File: config.mk
export PLATFORM = sky130hd
export DESIGN_NAME = uart_flow_ctrl
export DESIGN_NICKNAME = d
export VERILOG_FILES = /design/src/rtl/uart_fc_pkg.sv /design/src/rtl/uart_fc_thresh.sv /design/src/rtl/uart_fc_rxdet.sv /design/src/rtl/uart_fc_txreq.sv /design/src/rtl/uart_flow_ctrl.sv
export SDC_FILE = /design/constraint.sdc
export NUM_CORES = 1
export LEC_CHECK = 0
export ABC_AREA = 1
export BUFFER_PORTS_ARGS = -buffer_cell sky130_fd_sc_hd__buf_2
export CORE_UTILIZATION = 36
export CTS_CLUSTER_SIZE = 16
export DETAILED_ROUTE_END_ITERATION = 12
export PLACE_DENSITY_LB_ADDON = 0.05
export SYNTH_ARGS = -nofsm -noshare
export SYNTH_HDL_FRONTEND = slang
export SYNTH_SLANG_ARGS = --single-unit
File: constraint.sdc
create_clock -name clk -period 1.43 [get_ports clk]
set_clock_uncertainty 0.15 [all_clocks]
set_input_delay 0.143 -clock clk [delete_from_list [all_inputs] [get_ports clk]]
set_output_delay 0.143 -clock clk [all_outputs]
set_load 0.02 [all_outputs]
File: src/rtl/uart_fc_pkg.sv
// Shared constants and types for the UART flow controller.
// Assumes two programmable Xon and two Xoff character slots.
package uart_fc_pkg;
    localparam int FC_SLOTS = 2;

    typedef enum logic [1:0] {
        FC_NONE = 2'b00,
        FC_XOFF = 2'b01,
        FC_XON  = 2'b10
    } fc_kind_e;
endpackage

File: src/rtl/uart_fc_thresh.sv
// Threshold tracker: scales the halt and resume nibbles to FIFO levels and
// keeps a registered congested state with hysteresis. It emits one-cycle
// events on the next-state edges. It assumes rx_level never exceeds the FIFO depth.
module uart_fc_thresh #(
    parameter int LEVEL_W  = 7,
    parameter int NIB_W    = 4,
    parameter int SCALE_SH = 2
) (
    input  logic                 clk,
    input  logic                 rst_n,
    input  logic [LEVEL_W-1:0]   rx_level,
    input  logic [2*NIB_W-1:0]   thresh_cfg,
    output logic                 congested,
    output logic                 evt_halt,
    output logic                 evt_resume
);
    logic [LEVEL_W-1:0] halt_lvl;
    logic [LEVEL_W-1:0] resume_lvl;
    logic               thr_valid;
    logic               cong_q;
    logic               cong_d;

    // Scale each nibble to a FIFO level and check that the pair is usable.
    always_comb begin
        halt_lvl   = LEVEL_W'(thresh_cfg[NIB_W-1:0]) << SCALE_SH;
        resume_lvl = LEVEL_W'(thresh_cfg[2*NIB_W-1:NIB_W]) << SCALE_SH;
        thr_valid  = halt_lvl > resume_lvl;
    end

    // Next congested state, with the hysteresis band between the levels.
    always_comb begin
        cong_d = cong_q;
        if (!thr_valid)
            cong_d = 1'b0;
        else if (rx_level >= halt_lvl)
            cong_d = 1'b1;
        else if (rx_level <= resume_lvl)
            cong_d = 1'b0;
    end

    // Hold the congested state.
    always_ff @(posedge clk) begin
        if (!rst_n) cong_q <= 1'b0;
        else        cong_q <= cong_d;
    end

    // Crossing events and the state output.
    always_comb begin
        congested  = cong_q;
        evt_halt   = cong_d & ~cong_q;
        evt_resume = ~cong_d & cong_q;
    end

    assert_halt_entry_R2: assert property (@(posedge clk) disable iff (!rst_n)
        (thr_valid && rx_level >= halt_lvl) |=> congested);

    assert_invalid_thr_R4: assert property (@(posedge clk) disable iff (!rst_n)
        (!thr_valid) |=> !congested);
endmodule

File: src/rtl/uart_fc_rxdet.sv
// Received-character detector: compares each received character with the
// enabled Xon and Xoff slots and keeps the remote-halt state.
// It assumes rx_char is valid only while rx_char_valid is high.
module uart_fc_rxdet
    import uart_fc_pkg::*;
#(
    parameter int CHAR_W = 8
) (
    input  logic                             clk,
    input  logic                             rst_n,
    input  logic [FC_SLOTS-1:0]              rx_sel,
    input  logic                             any_char_resume,
    input  logic [FC_SLOTS-1:0][CHAR_W-1:0]  xon_set,
    input  logic [FC_SLOTS-1:0][CHAR_W-1:0]  xoff_set,
    input  logic                             rx_char_valid,
    input  logic [CHAR_W-1:0]                rx_char,
    output logic                             remote_halt
);
    logic [FC_SLOTS-1:0] hit_on;
    logic [FC_SLOTS-1:0] hit_off;
    logic                hit_xon;
    logic                hit_xoff;
    logic                halt_q;

    // One comparator pair per enabled character slot.
    for (genvar k = 0; k < FC_SLOTS; k++) begin : g_slot
        assign hit_on[k]  = rx_sel[k] && (rx_char == xon_set[k]);
        assign hit_off[k] = rx_sel[k] && (rx_char == xoff_set[k]);
    end

    // Merge the per-slot hits.
    always_comb begin
        hit_xon  = |hit_on;
        hit_xoff = |hit_off;
    end

    // Remote halt: Xoff sets it; Xon, or any character when allowed, clears it.
    always_ff @(posedge clk) begin
        if (!rst_n)
            halt_q <= 1'b0;
        else if (rx_sel == '0)
            halt_q <= 1'b0;
        else if (rx_char_valid) begin
            if (hit_xoff)
                halt_q <= 1'b1;
            else if (hit_xon || any_char_resume)
                halt_q <= 1'b0;
        end
    end

    assign remote_halt = halt_q;

    assert_xoff_halts_R10: assert property (@(posedge clk) disable iff (!rst_n)
        (rx_char_valid && hit_xoff) |=> remote_halt);

    assert_any_resume_R11: assert property (@(posedge clk) disable iff (!rst_n)
        (rx_char_valid && any_char_resume && !hit_xoff) |=> !remote_halt);
endmodule

File: src/rtl/uart_fc_txreq.sv
// Flow-control character requester: turns crossing events into pending
// Xoff/Xon requests and steps through one or two characters on each
// acknowledgement. It assumes fc_ack is only meaningful while fc_req is high.
module uart_fc_txreq
    import uart_fc_pkg::*;
#(
    parameter int CHAR_W = 8
) (
    input  logic                             clk,
    input  logic                             rst_n,
    input  logic [FC_SLOTS-1:0]              tx_sel,
    input  logic [FC_SLOTS-1:0][CHAR_W-1:0]  xon_set,
    input  logic [FC_SLOTS-1:0][CHAR_W-1:0]  xoff_set,
    input  logic                             evt_halt,
    input  logic                             evt_resume,
    input  logic                             fc_ack,
    output logic                             fc_req,
    output logic [CHAR_W-1:0]                fc_char
);
    localparam int IDX_W = $clog2(FC_SLOTS);

    fc_kind_e         kind_q;
    logic [IDX_W-1:0] idx_q;
    logic [IDX_W-1:0] slot;
    logic             seq_mode;
    logic             last_step;

    // Choose the slot being sent and whether this step ends the request.
    always_comb begin
        seq_mode  = (tx_sel == '1);
        if (seq_mode)
            slot = idx_q;
        else if (tx_sel[1])
            slot = IDX_W'(1);
        else
            slot = '0;
        last_step = !seq_mode || (idx_q == IDX_W'(FC_SLOTS - 1));
    end

    // Pending request: a new crossing overrides; an ack advances or clears.
    always_ff @(posedge clk) begin
        if (!rst_n) begin
            kind_q <= FC_NONE;
            idx_q  <= '0;
        end else if (tx_sel != '0 && evt_halt) begin
            kind_q <= FC_XOFF;
            idx_q  <= '0;
        end else if (tx_sel != '0 && evt_resume) begin
            kind_q <= FC_XON;
            idx_q  <= '0;
        end else if (kind_q != FC_NONE && fc_ack) begin
            if (last_step) begin
                kind_q <= FC_NONE;
                idx_q  <= '0;
            end else begin
                idx_q  <= idx_q + IDX_W'(1);
            end
        end
    end

    // Present the request and the selected character.
    always_comb begin
        fc_req  = (kind_q != FC_NONE);
        fc_char = (kind_q == FC_XOFF) ? xoff_set[slot] : xon_set[slot];
    end

    assert_req_held_R8: assert property (@(posedge clk) disable iff (!rst_n)
        (fc_req && !fc_ack) |=> fc_req);

    assert_second_char_R7: assert property (@(posedge clk) disable iff (!rst_n)
        (fc_req && fc_ack && seq_mode && idx_q == '0 && !evt_halt && !evt_resume)
        |=> (fc_req && idx_q != '0));
endmodule

File: src/rtl/uart_flow_ctrl.sv
// UART flow controller top: combines the threshold tracker, the
// received-character detector and the flow-character requester. It drives RTS
// and the data-start permission. It assumes the transmitter starts a data
// character only while tx_data_ok is high and finishes any character already started.
module uart_flow_ctrl
    import uart_fc_pkg::*;
#(
    parameter int FIFO_DEPTH = 64,
    parameter int NIB_W      = 4,
    parameter int CHAR_W     = 8,
    localparam int LEVEL_W   = $clog2(FIFO_DEPTH + 1),
    localparam int SCALE_SH  = $clog2(FIFO_DEPTH) - NIB_W
) (
    input  logic                 clk,
    input  logic                 rst_n,
    input  logic [LEVEL_W-1:0]   rx_level,
    input  logic [2*NIB_W-1:0]   thresh_cfg,
    input  logic                 auto_rts_en,
    input  logic                 auto_cts_en,
    input  logic                 man_rts,
    input  logic [3:0]           sw_mode,
    input  logic                 any_char_resume,
    input  logic [CHAR_W-1:0]    xon1,
    input  logic [CHAR_W-1:0]    xon2,
    input  logic [CHAR_W-1:0]    xoff1,
    input  logic [CHAR_W-1:0]    xoff2,
    input  logic                 rx_char_valid,
    input  logic [CHAR_W-1:0]    rx_char,
    input  logic                 cts,
    input  logic                 fc_ack,
    output logic                 rts,
    output logic                 tx_data_ok,
    output logic                 fc_req,
    output logic [CHAR_W-1:0]    fc_char
);
    logic [FC_SLOTS-1:0][CHAR_W-1:0] xon_set;
    logic [FC_SLOTS-1:0][CHAR_W-1:0] xoff_set;
    logic congested;
    logic evt_halt;
    logic evt_resume;
    logic remote_halt;
    logic cts_q;

    // Pack the character registers into slot arrays.
    always_comb begin
        xon_set[0]  = xon1;
        xon_set[1]  = xon2;
        xoff_set[0] = xoff1;
        xoff_set[1] = xoff2;
    end

    uart_fc_thresh #(
        .LEVEL_W  (LEVEL_W),
        .NIB_W    (NIB_W),
        .SCALE_SH (SCALE_SH)
    ) u_thresh (
        .clk        (clk),
        .rst_n      (rst_n),
        .rx_level   (rx_level),
        .thresh_cfg (thresh_cfg),
        .congested  (congested),
        .evt_halt   (evt_halt),
        .evt_resume (evt_resume)
    );

    uart_fc_rxdet #(.CHAR_W(CHAR_W)) u_rxdet (
        .clk             (clk),
        .rst_n           (rst_n),
        .rx_sel          (sw_mode[1:0]),
        .any_char_resume (any_char_resume),
        .xon_set         (xon_set),
        .xoff_set        (xoff_set),
        .rx_char_valid   (rx_char_valid),
        .rx_char         (rx_char),
        .remote_halt     (remote_halt)
    );

    uart_fc_txreq #(.CHAR_W(CHAR_W)) u_txreq (
        .clk        (clk),
        .rst_n      (rst_n),
        .tx_sel     (sw_mode[3:2]),
        .xon_set    (xon_set),
        .xoff_set   (xoff_set),
        .evt_halt   (evt_halt),
        .evt_resume (evt_resume),
        .fc_ack     (fc_ack),
        .fc_req     (fc_req),
        .fc_char    (fc_char)
    );

    // Register the CTS line before it gates character starts.
    always_ff @(posedge clk) begin
        if (!rst_n) cts_q <= 1'b1;
        else        cts_q <= cts;
    end

    // Modem output and data-start permission.
    always_comb begin
        rts        = auto_rts_en ? ~congested : man_rts;
        tx_data_ok = (~auto_cts_en | cts_q) & ~remote_halt & ~fc_req;
    end

    assert_cts_gate_R5: assert property (@(posedge clk) disable iff (!rst_n)
        (auto_cts_en && !cts) ##1 auto_cts_en |-> !tx_data_ok);

    assert_fc_priority_R9: assert property (@(posedge clk) disable iff (!rst_n)
        (evt_halt && sw_mode[3:2] != 2'b00) |=> !tx_data_ok);
endmodule

# Word level (Yosys, flattened, before mapping)
# Cells that the tools add are included.
word_totals:
  reg_bits: 6
  input_bits: 68
  wordCells: 72
op_classes:
  addsub: 1
  order_cmp: 4
  eq_ne: 6
  mux: 18
  bitwise_logic: 11
  n_reduce_logical: 26
ops:
  columns: ["cell", "count"]
  rows:
  - ["two-way mux 8 bit", 5]
  - ["== test 8 bit", 4]
  - ["two-way mux 1 bit", 10]
  - ["nonzero test 2 bit", 5]
  - ["OR reduction 2 bit", 4]
  - [">= comparator 7 x 6 -> 1 bit", 1]
  - ["<= comparator 7 x 6 -> 1 bit", 1]
  - ["logical AND 1 bit", 7]
  - ["> comparator 6 bit", 1]
  - ["two-way mux 2 bit", 3]
  - ["NOT 1 bit", 6]
  - ["AND reduction 2 bit", 3]
  - ["nonzero test 3 bit", 2]
  - ["bitwise AND 1 bit", 4]
  - ["OR reduction 3 bit", 1]
  - ["== test 2 x 1 -> 1 bit (second input constant)", 1]
  - ["== test 2 bit (second input constant)", 1]
  - ["logical NOT 2 bit", 1]
  - ["logical OR 1 bit", 2]
  - ["less-than comparator 1 x 2 -> 1 bit (second input constant)", 1]
  - ["adder 1 bit (second input constant)", 1]
  - ["logical NOT 1 bit", 1]
  - ["OR 1 bit", 1]

# Longest topological paths before layout
logic_depth:
  ltp_word: 9
  ltp_mapped: 13

# Cells and area by module
# From an unflattened synthesis, not the netlist that was laid out.
hier_totals:
  cells_unflattened: 295
  hier_area_um2: 1498.9
modules_own_cells:
  columns: ["mod", "instances", "cells_per_inst", "area_per_inst_um2"]
  rows:
  - ["uart_fc_rxdet", 1, 116, 548.0]
  - ["uart_fc_txreq", 1, 100, 483.0]
  - ["uart_fc_thresh", 1, 67, 405.4]
  - ["uart_flow_ctrl", 1, 12, 62.6]

# Worst setup path before layout
# No wires, ideal clock.
synth_timing:
  path_type: "reg2out"
  start: "register u_txreq.idx_q"
  end: "output port fc_char[4]"
  arrival_ns: 1.174
  required_time_ns: 1.137
  slack_ns: -0.037
  path_stages_with_launch: 8
  path_buffers: 1
  path_cell_list: "dfxtp_1 -> inv_1 -> nand2_1 -> nand2_2 -> inv_1 -> buf_4 -> o21ai_0 -> o22ai_1"
synth_via:
  elab_chain_len: 4
synth_lines:
  columns: ["item", "line", "text"]
  rows:
  - ["from (decl)", "uart_fc_txreq.sv:23", "logic [IDX_W-1:0] idx_q;"]
  - ["from (signal assigned)", "uart_fc_txreq.sv:56", "idx_q <= idx_q + IDX_W'(1);"]
  - ["two-way mux 1 bit (*)", "uart_fc_txreq.sv:31", "if (seq_mode)"]
  - ["two-way mux 8 bit (not written as such) (2 in series)", "uart_fc_txreq.sv:64", "fc_char = (kind_q == FC_XOFF) ? xoff_set[slot] : xon_set[slot];"]
  - ["two-way mux 8 bit (*)", "uart_fc_txreq.sv:64", null]
  - ["to (decl)", "uart_flow_ctrl.sv:34", "output logic [CHAR_W-1:0] fc_char"]
# Mark *: on every way between the ends. The rest lies on a longest branch, timed or not. The select of a mux whose other input is x is not followed.

# Final worst setup path
layout_timing:
  start: "register u_txreq.idx_q"
  end: "output port fc_char[7]"
# Same word-level chain as after synthesis.

==> results.sh <==
export IMPL_crit_type="flop to output port"
export IMPL_antenna_cells=0
export IMPL_nets=426
export IMPL_syn2layout_area_growth_pct=61.17
export IMPL_grt_pass1_wl_um=6575
export IMPL_pin_count=79
export IMPL_sw_frac_of_total_pct=41.35
export IMPL_synth_ff_type="dfxtp_1"
export IMPL_setup_slack_ns=-0.1963
export IMPL_drc=0
export IMPL_p_int_mw=0.7694
export IMPL_power_density_mw_per_mm2=593.0
export IMPL_track_usage_pct=19.95
export IMPL_gr_total_overflow=0
export IMPL_synth_enable_flop_cells=0
export IMPL_setup_viol=8
export IMPL_crit_arrival_ns=1.33
export IMPL_antenna_found_initial=0
export IMPL_drt_iter0_markers=50
export IMPL_drt_wl_total_um=4251
export IMPL_portBuffers=78
export IMPL_ys_seq_area_share_pct=8.751
export IMPL_netlist_instances=258
export IMPL_cts_root_buf="clkbuf_8"
export IMPL_clkTransAtPathRegs_ns=0.04
export IMPL_grt_setup_unrepaired="yes"
export IMPL_yosys_area_top_type_share_pct=18.05
export IMPL_switchingPower_mw=0.5424
export IMPL_vdd_drop_max_mv=0.2697
export IMPL_crit_buf_inv=4
export IMPL_maxCapViolations=0
export IMPL_final_area_mm2=0.002212
export IMPL_async_flop_share_pct=0
export IMPL_period_needed_ns=1.626
export IMPL_syn_area_mm2=0.001373
export IMPL_fmax_mhz=614.9
export IMPL_synth_area_leaders="nand2_1, nor2_1, inv_1"
export IMPL_chipHeight_um=63.75
export IMPL_cts_buffer_depth=2
export IMPL_crit_chain="inv_2 > nand2_2 > nand2_4 > inv_4 > clkbuf_16 > o21ai_2 > o22ai_2 > buf_6"
export IMPL_cp_max_fo=7
export IMPL_grt_max_degree=19
export IMPL_cts_tree="yes"
export IMPL_clock_sinks=6
export IMPL_synth_area_per_cell_um2=5.320
export IMPL_synth_nets=338
export IMPL_drt_pass1_iter_count=6
export IMPL_cp_end_kind="output port"
export IMPL_cp_required_ns=1.14
export IMPL_synth_area_leader_cell="nand2_1"
export IMPL_hp_class="input port to flop"
export IMPL_pwr_share_comb_pct=66.2
export IMPL_place_worst_setup_slack_ns=-0.1421
export IMPL_finalHoldViolCount=0
export IMPL_dieArea_mm2=0.004063
export IMPL_p_leak_nw=1.219
export IMPL_synth_distinct_cells=27
export IMPL_tightest_slew_ns=0.2410
export IMPL_hpwl_um=3272
export IMPL_slew_viol_final=0
export IMPL_tritoncts_num_buffers=3
export IMPL_yosysWarningCount=0
export IMPL_path_delay_family="buffers and inverters"
export IMPL_fp_coreArea_mm2=0.003661
export IMPL_placed_area_mm2=0.001901
export IMPL_grt_pass1_vias=1553
export IMPL_synth_seq_cells=6
export IMPL_slowest_delay_ns=0.31
export IMPL_cp_start_kind="flop"
export IMPL_row_count=22
export IMPL_drive_gt1_share_pct=41.28
export IMPL_synthTopCellsByCount="nand2_1, nor2_1, inv_1"
export IMPL_via_count=1847
export IMPL_relSlewSlack_pct=83.81
export IMPL_ant_nets=0
export IMPL_insertion_delay_ns=0.22
export IMPL_violations="negative setup slack"
export IMPL_viasPerCell=4.712
export IMPL_start_util_pct=37.49
export IMPL_power_frac_seq_pct=14.7
export IMPL_wl_per_cell_um=10.84
export IMPL_slowest_stage="dfxtp_2"
export IMPL_synth_most_common_cell="nand2_1"
export IMPL_die_w_um=63.75
export IMPL_htree_levels=1
export IMPL_min_period_over_period_pct=113.7
export IMPL_gp_congestion=0.8012
export IMPL_status="finished with violations"
export IMPL_clockPowerShare_pct=19.2
logic make-up (layout without fill, tap and decap cells):
family	Yosys count	in the layout	synth area share [%]
simple gates	135	135	40.57
buf+inv	49	135	14.58
compound gates	47	47	19.42
fa+ha+maj	12	12	10.94
xor+xnor	9	9	5.743
flops	6	6	8.751
placed cells by master, fill, tap and decap left out, types with 2 or more instances in the layout:
master / Yosys / final
buf_2: 1 / 69
nor2_2: 1 / 3
o21ai_1: 0 / 5
o21ai_0: 22 / 5
nand2_1: 66 / 63
xor2_1: 5 / 5
o21ai_4: 0 / 3
or2_2: 3 / 3
nor3_1: 3 / 3
clkbuf_16: 0 / 2
nand2_2: 3 / 5
nand3_1: 10 / 9
buf_12: 0 / 3
buf_6: 1 / 9
a21oi_1: 11 / 9
buf_4: 2 / 3
nand3b_1: 2 / 2
xnor2_1: 4 / 4
ha_1: 12 / 11
dfxtp_2: 0 / 3
o22ai_1: 9 / 2
inv_2: 2 / 7
o21ai_2: 1 / 10
o22ai_2: 0 / 7
clkbuf_8: 0 / 3
a21oi_2: 1 / 3
nor2_1: 45 / 41
inv_1: 43 / 37
dfxtp_1: 6 / 3
nor2_4: 0 / 2
layer usage:
| layer | routed length (um) | GRT usage [%] | vias to the layer above |
|---|---|---|---|
| met1 | 2071 | 27.18 | 795 |
| met5 | 0 | 0 | - |
| met4 | 36 | 5.114 | 0 |
| met3 | 224 | 1.786 | 5 |
| li1 | - | - | 994 |
| met2 | 1918 | 33.38 | 53 |
worst register-to-register path: stages, from the launching register on:
cell and delay [ns]:
dfxtp_2 0.33, buf_6 0.12, nor2_4 0.07, inv_2 0.05
nand2_1 0.08, nor2_1 0.06, nor2_1 0.10, nand2_1 0.08
a21oi_2 0.10
worst paths after layout:
kind	start	end	slack [ns]	depth (start not counted)
max	u_txreq.idx_q	fc_char[7]	-0.20	8
min	rst_n	u_txreq.kind_q[1]	0.05	3
max reg2reg	u_txreq.kind_q[1]	u_txreq.kind_q[0]	0.22	8
min reg2reg	u_rxdet.remote_halt	u_rxdet.remote_halt	0.35	2
registers in the layout (all words and copies together), names as in the netlist:
name,count
cts_q,1
u_rxdet.remote_halt,1
u_thresh.congested,1
u_txreq.idx_q,1
u_txreq.kind_q,2
metrics by stage:
stage	std cells	setup TNS, ns	utilization (%)	total power [mW]	hold slack (ns)
finish	392	-1.471	60.42	1.312	0.04654
global route	392	-1.943	60.42	1.424	0.05937
CTS	389	-1.422	54.82	1.192	0.04525
detailed placement	385	-0.4607	51.91	0.8669	0.1839
global placement	385	-0.3708	51.91	0.8668	0.1784
floorplan	258	0	-	0.6063	0.09956
power by group through the flow:
stage	sequential [mW]	combinational [mW]	clock [mW]
2_1_floorplan	0.188	0.419	0
6_report	0.193	0.868	0.251
5_1_grt	0.194	0.955	0.275
3_5_place_dp	0.189	0.678	0
3_3_place_gp	0.189	0.678	0
4_1_cts	0.188	0.745	0.259
repair_timing:
action                                 4_1_cts  5_1_grt
gates cloned                                 0        2
endpoints found under the hold margin        1        0
hold buffers                                 1        0
setup buffers                                0        1
gates resized for setup                     36       41
pin swaps                                    1        3
setup endpoints to repair                    8       12
final cells by class:
class	count	area, um2
sequential	6	123.9
multi-input combinational	203	1226
fill	391	1449
inverter	45	171.4
clock buffer	3	41.29
tap	48	60.06
timing repair buffer	87	589.3
Note: power is estimated with default switching activity, not from simulation.
